===== src/rtl/pq_syndrome_pkg.sv =====
package pq_syndrome_pkg;
    localparam int BYTE_W = 8;
    // low byte of the GF(2^8) generator x^8+x^4+x^3+x^2+1
    localparam logic [BYTE_W-1:0] GF_REDUCE = 8'h1d;
endpackage


===== src/rtl/pq_gf_double.sv =====
module pq_gf_double
    import pq_syndrome_pkg::*;
(
    input  logic [BYTE_W-1:0] byte_i,
    output logic [BYTE_W-1:0] byte_o
);
    logic [BYTE_W-1:0] sign_mask;

    always_comb begin
        // sign test gives all ones or all zeros
        sign_mask = {BYTE_W{byte_i[BYTE_W-1]}};
        byte_o    = {byte_i[BYTE_W-2:0], 1'b0} ^ (sign_mask & GF_REDUCE);
    end

    // bit 0 can only come from the reduction constant
    always_comb begin
        assert_low_bit_R5: assert (byte_o[0] == byte_i[BYTE_W-1]);
    end
endmodule


===== src/rtl/pq_lane.sv =====
module pq_lane
    import pq_syndrome_pkg::*;
(
    input  logic              first_i,
    input  logic [BYTE_W-1:0] data_i,
    input  logic [BYTE_W-1:0] p_i,
    input  logic [BYTE_W-1:0] q_i,
    output logic [BYTE_W-1:0] p_o,
    output logic [BYTE_W-1:0] q_o
);
    logic [BYTE_W-1:0] q_dbl;

    pq_gf_double dbl_i (
        .byte_i (q_i),
        .byte_o (q_dbl)
    );

    always_comb begin
        if (first_i) begin
            p_o = data_i;
            q_o = data_i;
        end else begin
            p_o = p_i ^ data_i;
            q_o = q_dbl ^ data_i;
        end
    end
endmodule


===== src/rtl/pq_syndrome_gen.sv =====
module pq_syndrome_gen
    import pq_syndrome_pkg::*;
#(
    parameter int LANES = 16
) (
    input  logic                    clk,
    input  logic                    rst_n,
    input  logic                    in_valid,
    output logic                    in_ready,
    input  logic [LANES*BYTE_W-1:0] in_data,
    input  logic                    in_first,
    input  logic                    in_last,
    output logic                    out_valid,
    input  logic                    out_ready,
    output logic [LANES*BYTE_W-1:0] out_p,
    output logic [LANES*BYTE_W-1:0] out_q
);
    localparam int WORD_W = LANES * BYTE_W;

    typedef struct packed {
        logic [WORD_W-1:0] p;
        logic [WORD_W-1:0] q;
        logic              vld;
    } acc_state_t;

    acc_state_t st_d, st_q;
    logic [WORD_W-1:0] p_step, q_step;
    logic accept;

    for (genvar g = 0; g < LANES; g++) begin : g_lane
        pq_lane lane_i (
            .first_i (in_first),
            .data_i  (in_data[g*BYTE_W +: BYTE_W]),
            .p_i     (st_q.p[g*BYTE_W +: BYTE_W]),
            .q_i     (st_q.q[g*BYTE_W +: BYTE_W]),
            .p_o     (p_step[g*BYTE_W +: BYTE_W]),
            .q_o     (q_step[g*BYTE_W +: BYTE_W])
        );
    end

    assign in_ready  = !st_q.vld;
    assign accept    = in_valid && in_ready;
    assign out_valid = st_q.vld;
    assign out_p     = st_q.p;
    assign out_q     = st_q.q;

    always_comb begin
        st_d = st_q;
        if (st_q.vld && out_ready) begin
            st_d.vld = 1'b0;
        end
        if (accept) begin
            st_d.p = p_step;
            st_d.q = q_step;
            if (in_last) begin
                st_d.vld = 1'b1;
            end
        end
    end

    always_ff @(posedge clk) begin
        if (!rst_n) begin
            st_q <= '0;
        end else begin
            st_q <= st_d;
        end
    end

    assert_ready_blocked_R7: assert property (@(posedge clk) disable iff (!rst_n)
        out_valid |-> !in_ready);

    assert_result_held_R6: assert property (@(posedge clk) disable iff (!rst_n)
        (out_valid && !out_ready) |=> (out_valid && $stable(out_p) && $stable(out_q)));

    assert_valid_after_last_R6: assert property (@(posedge clk) disable iff (!rst_n)
        $rose(out_valid) |-> $past(in_valid && in_ready && in_last));

    assert_single_disk_R2: assert property (@(posedge clk) disable iff (!rst_n)
        (in_valid && in_ready && in_first && in_last) |=>
            (out_p == $past(in_data) && out_q == $past(in_data)));

    assert_idle_hold_R9: assert property (@(posedge clk) disable iff (!rst_n)
        !in_valid |=> ($stable(out_p) && $stable(out_q)));
endmodule


===== config.mk =====
export PLATFORM = sky130hd
export DESIGN_NAME = pq_syndrome_gen
export DESIGN_NICKNAME = d
export VERILOG_FILES = /design/src/rtl/pq_syndrome_pkg.sv /design/src/rtl/pq_gf_double.sv /design/src/rtl/pq_lane.sv /design/src/rtl/pq_syndrome_gen.sv
export SDC_FILE = /design/constraint.sdc
export NUM_CORES = 1
export LEC_CHECK = 0
export BUFFER_PORTS_ARGS = -buffer_cell sky130_fd_sc_hd__buf_2
export CORE_UTILIZATION = 55
export DETAILED_ROUTE_END_ITERATION = 8
export GPL_ROUTABILITY_DRIVEN = 0
export PLACE_DENSITY = 0.82
export REMOVE_ABC_BUFFERS = 1
export SLEW_MARGIN = 10
export SYNTH_ARGS = -nofsm -noshare
export SYNTH_HDL_FRONTEND = slang
export SYNTH_HIERARCHICAL = 1
export SYNTH_SLANG_ARGS = --single-unit

===== constraint.sdc =====
create_clock -name clk -period 1.7 [get_ports clk]
set_clock_uncertainty 0.2 [all_clocks]
set_input_delay 0.085 -clock clk [delete_from_list [all_inputs] [get_ports clk]]
set_output_delay 0.085 -clock clk [all_outputs]
set_load 0.005 [all_outputs]

* Word-level counts from Yosys, hierarchy flattened
Cells that the tools add are included.
** Operators by class
- Reductions and logical operators :: 3
- Bitwise operators :: 48
- Multiplexer cells :: 35
** Operators by type and width (count)
- 2-to-1 mux 8 bit :: 32
- bitwise XOR 8 bit :: 32
- bitwise XOR 8 x 5 -> 8 bit :: 16
- 2-to-1 mux 1 bit :: 3
- logical AND 1 bit :: 2
- logical NOT 1 bit :: 1
** Storage, ports and cells
- Word-level logic and storage cells :: 89
- Flip-flop bits (word level) :: 257

* Logic depth before layout (Yosys ltp)
Gate-level depths: netlist of run 1.
- Depth in word-level cells :: 4
- Depth in mapped cells :: 5

* By module
The synthesis of run 1 kept the hierarchy.
** By module, submodules not included
- pq_syndrome_gen :: cells an instance 1115, instances 1, area an instance 10286.1 µm², seq. area each 5144.9 µm²
- pq_lane :: cells an instance 33, instances 16, area an instance 326.6 µm², seq. area each 0.0 µm²
- pq_gf_double :: cells an instance 8, instances 16, area an instance 63.8 µm², seq. area each 0.0 µm²

* Worst setup path after synthesis of run 1
Ideal clock, no wire load.
- Path type :: register to register
- Start :: register st_q, in the netlist out_valid
- End :: register st_q, in the netlist out_p[100]
- Clock period less this slack :: 1308 ps
- Path slack :: 392 ps
- Library setup time :: 72 ps
- Cell stages (with the launch flop) :: 6
- Data arrival time :: 1036 ps
- Cell sequence :: dfxtp_1 -> nor2b_2 -> buf_6 -> buf_6 -> buf_8 -> mux2i_1
** Between the ends
- Cells in the longest elaborated chain, start to end :: 2
** RTL lines
- start: declaration :: line pq_syndrome_gen.sv:26 : acc_state_t st_d, st_q;
- start signal: assignment :: line pq_syndrome_gen.sv:65 : st_q <= st_d;
- logical NOT 1 bit :: line pq_syndrome_gen.sv:41 : assign in_ready = !st_q.vld;
- logical AND 1 bit :: line pq_syndrome_gen.sv:42 : assign accept = in_valid && in_ready;
Every way passes these cells.
A chain may end at the register's enable or synchronous reset.

* Worst setup path in the final report of run 1
- Start :: register st_q, in the netlist out_q[108]
- End :: register st_q, in the netlist out_q[109]
** Between the ends
- Cells in the longest elaborated chain, start to end :: 3
** RTL lines
- bitwise XOR 8 x 5 -> 8 bit :: line pq_gf_double.sv:12 : byte_o = {byte_i[BYTE_W-2:0], 1'b0} ^ (sign_mask & GF_REDUCE);
- bitwise XOR 8 bit :: line pq_lane.sv:24 : q_o = q_dbl ^ data_i;
- 2-to-1 mux 8 bit :: line pq_lane.sv:19 : if (first_i) begin
- net q_step[109] :: line pq_syndrome_gen.sv:27 : logic [WORD_W-1:0] p_step, q_step;
The timed path passes the listed nets, and every way through them passes these cells.

==> results.toml, run 1 <==
[critical_path]
max_stage_delay_ns = 0.58
path_cells = "nand2b_4 -> xnor2_2 -> nand2_1 -> dlygate4sd3_1 -> mux2i_1"
r2r_setup_slack_ns = 0.01
crit_buf_inv = 1
worst-path-max-fanout = 3
r2r_start = "out_q[108]"
reg2regPathDepth = 5
start_kind = "flop"
critPathKind = "reg -> reg"
cp_slowest_cell = "dlygate4sd3_1"
reg2reg_to = "out_q[109]"
cp_top_family = "buffers and inverters"
cp-end-kind = "flop"
critical_path_arrival_ns = 1.96
required_ns = 1.97

[drt]
num_vias = 14400
drt_iter0_markers = 798
drc = 0
routed_wire_length_per_instance_um = 18.6
postRouteAntennaNets = 0
first_pass_iters = 5
viasPerCell = 5.26
wl_um = 51000

[sta]
setup_viol = 0
period_needed_ns = 1.69
relSlewSlack = 0.502
final_max_slew_viol_count = 0
max_freq_mhz = 592
hold_viol = 2
finalCritPeriodShare = 0.993
tightestPinTransition_ns = 0.748
hold_slack_ns = -0.00408

[synth]
synth_edf_count = 0
netlist.area_leader.share = 0.311
ys_seq_area_frac = 0.311
synth-seq-cells = 257
ys.flop_type = "dfxtp_1"
netlist_top_cells_count = "512 x nand2_1, 257 x dfxtp_1, 256 x mux2i_1, 256 x xnor2_1, 160 x nand2b_4"
yosysWarnings = 6
synth.largest_area_cell = "dfxtp_1"
synth_cells = 1771
synth_most_common_cell = "nand2_1"
avgSynthCellArea_um2 = 9.33
syn-cell-area_um2 = 16500
synthTopCellsByArea = "dfxtp_1 31%, mux2i_1 15%, xnor2_1 14%, nand2b_4 13%, nand2_1 12%"
synth.distinct_cells = 16
async_reset_ff_frac = 0

[pwr]
leakagePower_nw = 10.4
pwr-share-comb = 0.252
power_density_nw_per_um2 = 826
power_frac_seq = 0.395
p_total_mw = 18.3
clock_power_share = 0.353
p_int_mw = 12.8
p_sw_frac = 0.299
p_switching_mw = 5.48
vdd_drop_max_v = 0.000809

[place]
dp_cells = 2418
dpl.hpwl_um = 27300
place.port_buffers = 391

[clock_network]
cts_tree = "yes"
cts.reportedPaths.clkPinSlew_ns = 0.07
clock-root-buffer = "clkbuf_16"
cts_buffers = 29
cts_buffer_depth = 3
insertion_delay_ns = 0.55
htree_levels = 1
cts.sinks = 257

[hold_path]
min_path_type = "in -> reg"
min_path_cells = 4
min_from = "rst_n"
hold-path-endpoint = "out_p[60]"

[status]
violations = "negative hold slack"
status = "finished with violations"

[cells_and_area]
layout-drive-gt1-share = 0.300
syn_to_final_growth_pct = 34.2
fin_nets = 2462
final-instance-count-excl-fill = 2743
post-route-util = 0.749

[global_routing]
grt.total_usage = 0.320
grt_pass1_wl_um = 79700
grt-ovfl-total = 0
use_met2 = 0.582
first_global_vias = 15500
antenna_found_initial = 3
grtUsageMet1 = 0.338
grt_use_met3 = 0.0554
top_usage_layer = "met2"
grt_start_max_net_pins = 48

[run]
cap_violations = 0

[floorplanning]
die_y_um = 175
core_area_um2 = 29600
ios = 392
die_w_um = 175
std_cell_rows = 63
die-area_um2 = 30800
initial_core_util = 0.558
power by group through the flow:
stage                     Combinational [mW]  Clock (mW)  Sequential, mW
final                                   4.62        6.47            7.24
after global routing                    4.91        6.81            7.30
after CTS                               4.38        6.46            7.19
after detailed placement                3.77           0            7.30
after global placement                  3.64           0            7.27
after floorplan                         2.49           0            7.28
registers in the layout, summed over array words and instances, names as in the netlist:
| register | cells |
|---|---|
| out_valid | 1 |
| out_q | 128 |
| out_p | 128 |
worst max-delay path by stage:
stage / start / to / slack [ns] / cells after the start
3_3_place_gp: out_valid / out_p[45] / 0.23 / 4
3_5_place_dp: out_valid / out_q[60] / 0.17 / 4
4_1_cts: rst_n / out_q[54] / 0.02 / 5
2_1_floorplan: out_valid / out_p[0] / -8.87 / 2
5_1_grt: out_q[111] / out_q[106] / -0.09 / 5
6_report: out_q[108] / out_q[109] / 0.01 / 5
tightest hold or removal path: stages:
cell,delay [ns]
buf_8,0.20
buf_12,0.20
nand2_1,0.08
mux2i_1,0.09
layout make-up:
class                      count  area, um^2
fill                        1756        7450
clock buffer                  41         821
antenna                        4        10.0
clock inverter                11         138
inverter                       1        3.75
multi-input combinational   1331       10100
tap                          390         488
sequential                   257        5220
timing repair buffer         708        5390
stage by stage:
| step | instance area [um^2] | setup WS [ns] | TNS [ns] |
|---|---|---|---|
| 6_report | 22200 | 0.0116 | 0 |
| 5_1_grt | 22200 | -0.0909 | -0.133 |
| 4_1_cts | 22000 | 0.0222 | 0 |
| 3_5_place_dp | 18300 | 0.167 | 0 |
| 3_3_place_gp | 18300 | 0.231 | 0 |
| 2_1_floorplan | 15100 | -8.87 | -2271.34 |
routing by layer:
layer,up-vias,routed length [um]
met1,6919,18800
met2,662,25900
li1,6602,-
met4,0,3390
met5,-,0
met3,246,2890
placed cells by master, fill, tap and decap left out:
| cell type | instances |
|---|---|
| clkinv_4 | 1 |
| xnor2_1 | 242 |
| nor2b_4 | 1 |
| inv_1 | 1 |
| dfxtp_2 | 28 |
| clkinv_2 | 6 |
| mux2i_1 | 255 |
| a41o_1 | 1 |
| buf_6 | 1 |
| xnor2_4 | 1 |
| clkbuf_8 | 5 |
| clkbuf_1 | 7 |
| nand2b_1 | 95 |
| buf_4 | 23 |
| xnor2_2 | 13 |
| inv_6 | 1 |
| bufinv_16 | 3 |
| buf_2 | 389 |
| dfxtp_1 | 218 |
| buf_12 | 28 |
| nand2b_4 | 161 |
| dlygate4sd3_1 | 256 |
| buf_8 | 1 |
| and3b_1 | 1 |
| clkbuf_16 | 29 |
| dlymetal6s4s_1 | 10 |
| nand2_1 | 511 |
| nand2_2 | 1 |
| diode_2 | 4 |
| mux2i_2 | 1 |
| dfxtp_4 | 11 |
| xor2_1 | 48 |
logic make-up after synthesis:
group | share of synthesized area
compound gates | 0.000605
xor+xnor | 0.161
buf+inv | 0.0853
flops | 0.311
mux | 0.155
simple gates | 0.287
repair_timing:
item	in CTS	in global routing
gates resized for setup	0	78
setup buffers	0	3
setup endpoints to repair	0	133
hold endpoints to repair	257	5
hold buffers	276	2
No activity file was read; power rests on OpenSTA's default activity.
==> run 2: changes to the inputs <==
--- a/config.mk
+++ b/config.mk
@@ -9,6 +9,7 @@
 export CORE_UTILIZATION = 55
 export DETAILED_ROUTE_END_ITERATION = 8
 export GPL_ROUTABILITY_DRIVEN = 0
+export MAX_ROUTING_LAYER = met4
 export PLACE_DENSITY = 0.82
 export REMOVE_ABC_BUFFERS = 1
 export SLEW_MARGIN = 10
==> run 2 against run 1 <==
The flow still finishes with violations (negative hold slack). Maximum frequency is 0.42% lower. Via count increased by 0.23%. Critical path depth stayed put. Core utilization fell by 0.084 points. Clock-buffer cell count unchanged. Global-route usage rose by 0.81 points. Combinational power is essentially flat. Hold slack worse by 0.040 ns. Worst setup slack got worse by 0.0072 ns. First-iteration DRC count shrank 12%. Register-to-register slack is essentially flat. Critical path type unchanged.
==> results.toml, run 2 (synthesis results as in run 1) <==
[critical_path]
critPathKind = "reg -> reg"
reg2reg_to = "out_q[109]"
r2r_setup_slack_ns = 0.004
start_kind = "flop"
worst-path-max-fanout = 3
critical_path_arrival_ns = 1.97
crit_buf_inv = 1
r2r_start = "out_q[108]"
path_cells = "nand2b_4 -> xnor2_2 -> nand2_1 -> dlygate4sd3_1 -> mux2i_1"
max_stage_delay_ns = 0.58
cp_slowest_cell = "dlygate4sd3_1"
cp_top_family = "buffers and inverters"
required_ns = 1.97
reg2regPathDepth = 5
cp-end-kind = "flop"

[hold_path]
min_path_cells = 4
min_from = "rst_n"
hold-path-endpoint = "out_q[31]"
min_path_type = "in -> reg"

[sta]
period_needed_ns = 1.70
hold_viol = 3
hold_slack_ns = -0.0445
finalCritPeriodShare = 0.997
setup_viol = 0
tightestPinTransition_ns = 0.736
tns_ns = 0
max_freq_mhz = 590
final_max_slew_viol_count = 0
relSlewSlack = 0.509

[cells_and_area]
syn_to_final_growth_pct = 34.1
multiInputGateArea_um2 = 10100
layout-drive-gt1-share = 0.299
design_area_um2 = 22200
post-route-util = 0.748
final-instance-count-excl-fill = 2740
fin_nets = 2460
layout_commonest_cell = "nand2_1"
layout_common_cells = "511 x nand2_1, 389 x buf_2, 255 x mux2i_1"
fill_cells = 1757
seqCellArea_um2 = 5220

[drt]
drt_iter0_markers = 704
num_vias = 14500
routed_wire_length_per_instance_um = 18.5
postRouteAntennaNets = 0
drc = 0
wl_um = 50800
viasPerCell = 5.28
first_pass_iters = 5

[status]
status = "finished with violations"
violations = "negative hold slack"

[floorplanning]
die-area_um2 = 30800
die_y_um = 175
core_area_um2 = 29600
initial_core_util = 0.558
ios = 392
std_cell_rows = 63
die_w_um = 175

[clock_network]
cts_buffer_depth = 3
htree_levels = 1
cts.reportedPaths.clkPinSlew_ns = 0.06
cts.sinks = 257
cts_buffers = 29
clock-root-buffer = "clkbuf_16"
insertion_delay_ns = 0.55
cts_tree = "yes"

[global_routing]
first_global_vias = 15600
grt_start_max_net_pins = 48
grt.total_usage = 0.328
grt_pass1_wl_um = 79400
antenna_found_initial = 3
grt-ovfl-total = 0

[place]
dp_cells = 2418
place.port_buffers = 391
dpl.hpwl_um = 27300
place_area_um2 = 18300

[pwr]
leakagePower_nw = 10.4
power_density_nw_per_um2 = 826
vdd_drop_max_v = 0.000803

[run]
cap_violations = 0
run 2: worst max-delay path by stage:
stage,start,endpoint,slack (ns),depth (start not counted)
floorplan,out_valid,out_p[0],-8.87,2
global route,out_q[111],out_q[106],-0.14,5
CTS,rst_n,out_q[54],0.02,5
detailed placement,out_valid,out_q[60],0.17,4
global placement,out_valid,out_p[45],0.23,4
finish,out_q[108],out_q[109],0.004,5
run 2: worst register-to-register path: cells and delay by family (launching register included):
kind	cells	cell delay (ns)
flops	1	0.37
buf+inv	1	0.58
xor+xnor	1	0.15
simple gates	2	0.15
mux	1	0.16
run 2: layout make-up:
type | count | share of cell area
antenna | 3 | 0.000339
clock buffer | 41 | 0.0370
clock inverter | 11 | 0.00621
inverter | 1 | 0.000169
multi-input combinational | 1331 | 0.456
sequential | 257 | 0.236
tap | 390 | 0.0220
timing repair buffer | 706 | 0.243
run 2: layer usage:
| metal | vias up | global-route usage | part of all wire |
|---|---|---|---|
| li1 | 6604 | - | - |
| met1 | 6932 | 0.336 | 0.37 |
| met2 | 658 | 0.581 | 0.51 |
| met3 | 268 | 0.0509 | 0.056 |
| met4 | 0 | 0.219 | 0.071 |
| met5 | - | - | 0 |
run 2: metrics by stage:
step | power, mW | worst slack [ns]
floorplan | 9.77 | -8.87
global placement | 10.9 | 0.231
detailed placement | 11.1 | 0.167
CTS | 18.0 | 0.0222
global route | 19.0 | -0.136
finish | 18.3 | 0.00442
run 2: what timing repair did:
| action | 4_1_cts | 5_1_grt |
|---|---|---|
| hold endpoints to repair | 257 | 5 |
| endpoints found under the setup margin | 0 | 134 |
| setup buffers | 0 | 2 |
| hold buffers | 276 | 1 |
| resized for setup | 0 | 78 |
run 2: report_power, final:
group          internal [mW]  switching [mW]
clock network           3.80            2.67
logic                   2.47            2.13
registers               6.57           0.666
total                   12.8            5.47
==> run 3: changes to the inputs <==
==> constraint.sdc (replaced) <==
create_clock -name clk -period 1.7 [get_ports clk]
set_clock_uncertainty 0.2 [all_clocks]
set_input_delay 0.17 -clock clk [delete_from_list [all_inputs] [get_ports clk]]
set_output_delay 0.17 -clock clk [all_outputs]
set_load 0.005 [all_outputs]
==> run 3 against run 2 <==
The run now ends clean. Sequential cell count did not move. Register-to-register slack better by 0.05 ns. First-iteration DRC count down 12%. Combinational power is 10% lower. Critical endpoint is now out_q[11]. Largest cell class unchanged.
==> results.toml, run 3 (synthesis results as in run 1) <==
[floorplanning]
core_area_um2 = 29600
std_cell_rows = 63
ios = 392
die_w_um = 175
initial_core_util = 0.558
die-area_um2 = 30800
die_y_um = 175

[cells_and_area]
layout_commonest_cell = "nand2_1"
syn_to_final_growth_pct = 25.7
post-route-util = 0.701
fill_cells = 1985
fin_nets = 2337
layout-drive-gt1-share = 0.298
layout_common_cells = "512 x nand2_1, 389 x buf_2, 257 x dfxtp_1"

[critical_path]
path_cells = "nor2b_4 -> buf_12 -> buf_12 -> mux2i_1"
cp_slowest_cell = "dfxtp_1"
cp-end-kind = "flop"
r2r_setup_slack_ns = 0.05
start_kind = "flop"
critPathKind = "reg -> reg"
max_stage_delay_ns = 0.35
cp_top_family = "buffers and inverters"
reg2reg_to = "out_q[11]"
worst-path-max-fanout = 26
r2r_start = "out_valid"
required_ns = 1.94
reg2regPathDepth = 4
cp_common_cell = "buf_12"
critical_path_arrival_ns = 1.89
crit_buf_inv = 2

[sta]
finalCritPeriodShare = 0.968
max_freq_mhz = 608
hold_slack_ns = 0.0358
hold_viol = 0
period_needed_ns = 1.65
setup_viol = 0
final_max_slew_viol_count = 0
rsz0062_at_grt = "no"
tightestPinTransition_ns = 0.366
relSlewSlack = 0.755

[drt]
drt_iter0_markers = 618
first_pass_iters = 5
drc = 0
routed_wire_length_per_instance_um = 16.2
wl_um = 42500
num_vias = 13300
viasPerCell = 5.06
postRouteAntennaNets = 0

[global_routing]
grt_start_max_net_pins = 47
grt-ovfl-total = 0
antenna_found_initial = 2
first_global_vias = 13700
grt_pass1_wl_um = 67500
grt.total_usage = 0.275

[hold_path]
min_from = "in_valid"
min_path_type = "in -> reg"
hold-path-endpoint = "out_q[108]"
min_path_cells = 4

[clock_network]
insertion_delay_ns = 0.55
htree_levels = 1
cts.reportedPaths.clkPinSlew_ns = 0.06
cts_buffers = 30
cts.sinks = 257
cts_tree = "yes"
clock-root-buffer = "clkbuf_16"
cts_buffer_depth = 3
post_cts_resized = 0

[pwr]
leakagePower_nw = 9.93
power_density_nw_per_um2 = 870
vdd_drop_max_v = 0.000832

[run]
cap_violations = 0

[place]
place.port_buffers = 391
dpl.hpwl_um = 27000

[status]
status = "complete, no violations"
## run 3: changes by cell type in the layout (fill, tap and decap cells not counted), sizes merged, moves of 3 or more
cell	previous run	this run
dlymetal6s4s	11	0
buf	441	451
clkinvlp	0	3
dlygate4sd3	254	131
## run 3: per-layer routing
layer | up-vias | share of wire | wire length (um) | GRT usage
met5 | - | 0 | 0 | -
met4 | 0 | 0.060 | 2550 | 0.154
met3 | 179 | 0.054 | 2280 | 0.0403
met2 | 492 | 0.50 | 21300 | 0.484
met1 | 6243 | 0.39 | 16400 | 0.295
li1 | 6345 | - | - | -
## run 3: cell type report
| class | count | area, um^2 | area share |
|---|---|---|---|
| sequential | 257 | 5140 | 0.248 |
| tap | 390 | 488 | 0.0235 |
| clock buffer | 42 | 897 | 0.0432 |
| clock inverter | 13 | 148 | 0.00711 |
| multi-input combinational | 1331 | 9980 | 0.480 |
| inverter | 1 | 3.75 | 0.000181 |
| timing repair buffer | 582 | 4110 | 0.198 |
| antenna | 2 | 5.00 | 0.000241 |
## run 3: worst max-delay path by stage
stage / slack (ns) / cells past startpoint / end / startpoint
2_1_floorplan: -8.87 / 2 / out_p[0] / out_valid
3_3_place_gp: 0.21 / 4 / out_p[38] / out_valid
3_5_place_dp: 0.16 / 4 / out_q[44] / out_valid
4_1_cts: 0.08 / 1 / out_q[55] / out_q[55]
5_1_grt: 0.02 / 5 / out_q[11] / out_q[15]
6_report: 0.05 / 4 / out_q[11] / out_valid
## run 3: tightest hold or removal path, stage by stage
cell and delay, ns:
buf_2 0.11, nor2b_4 0.14, buf_12 0.18, mux2i_1 0.14
## run 3: timing repair
item | 4_1_cts | 5_1_grt
endpoints found under the hold margin | 257 | 0
setup buffers | 0 | 0
setup endpoints to repair | 0 | 0
hold buffers | 134 | 0
## run 3: per-stage QoR
step	power, mW	area [um^2]	std cells	setup slack, ns	TNS (ns)
after floorplan	9.77	15100	1589	-8.87	-2271.34
after global placement	10.9	18400	2427	0.205	0
after detailed placement	11.1	18400	2427	0.160	0
after CTS	18.1	20800	2616	0.0769	0
after global routing	18.8	20800	2618	0.0151	0
final	18.1	20800	2618	0.0540	0
## run 3: power by group
group	total, mW	internal, mW	switching [mW]
Clock	6.73	4.11	2.62
Sequential	7.21	6.56	0.649
Combinational	4.14	2.22	1.92
Total	18.1	12.9	5.19
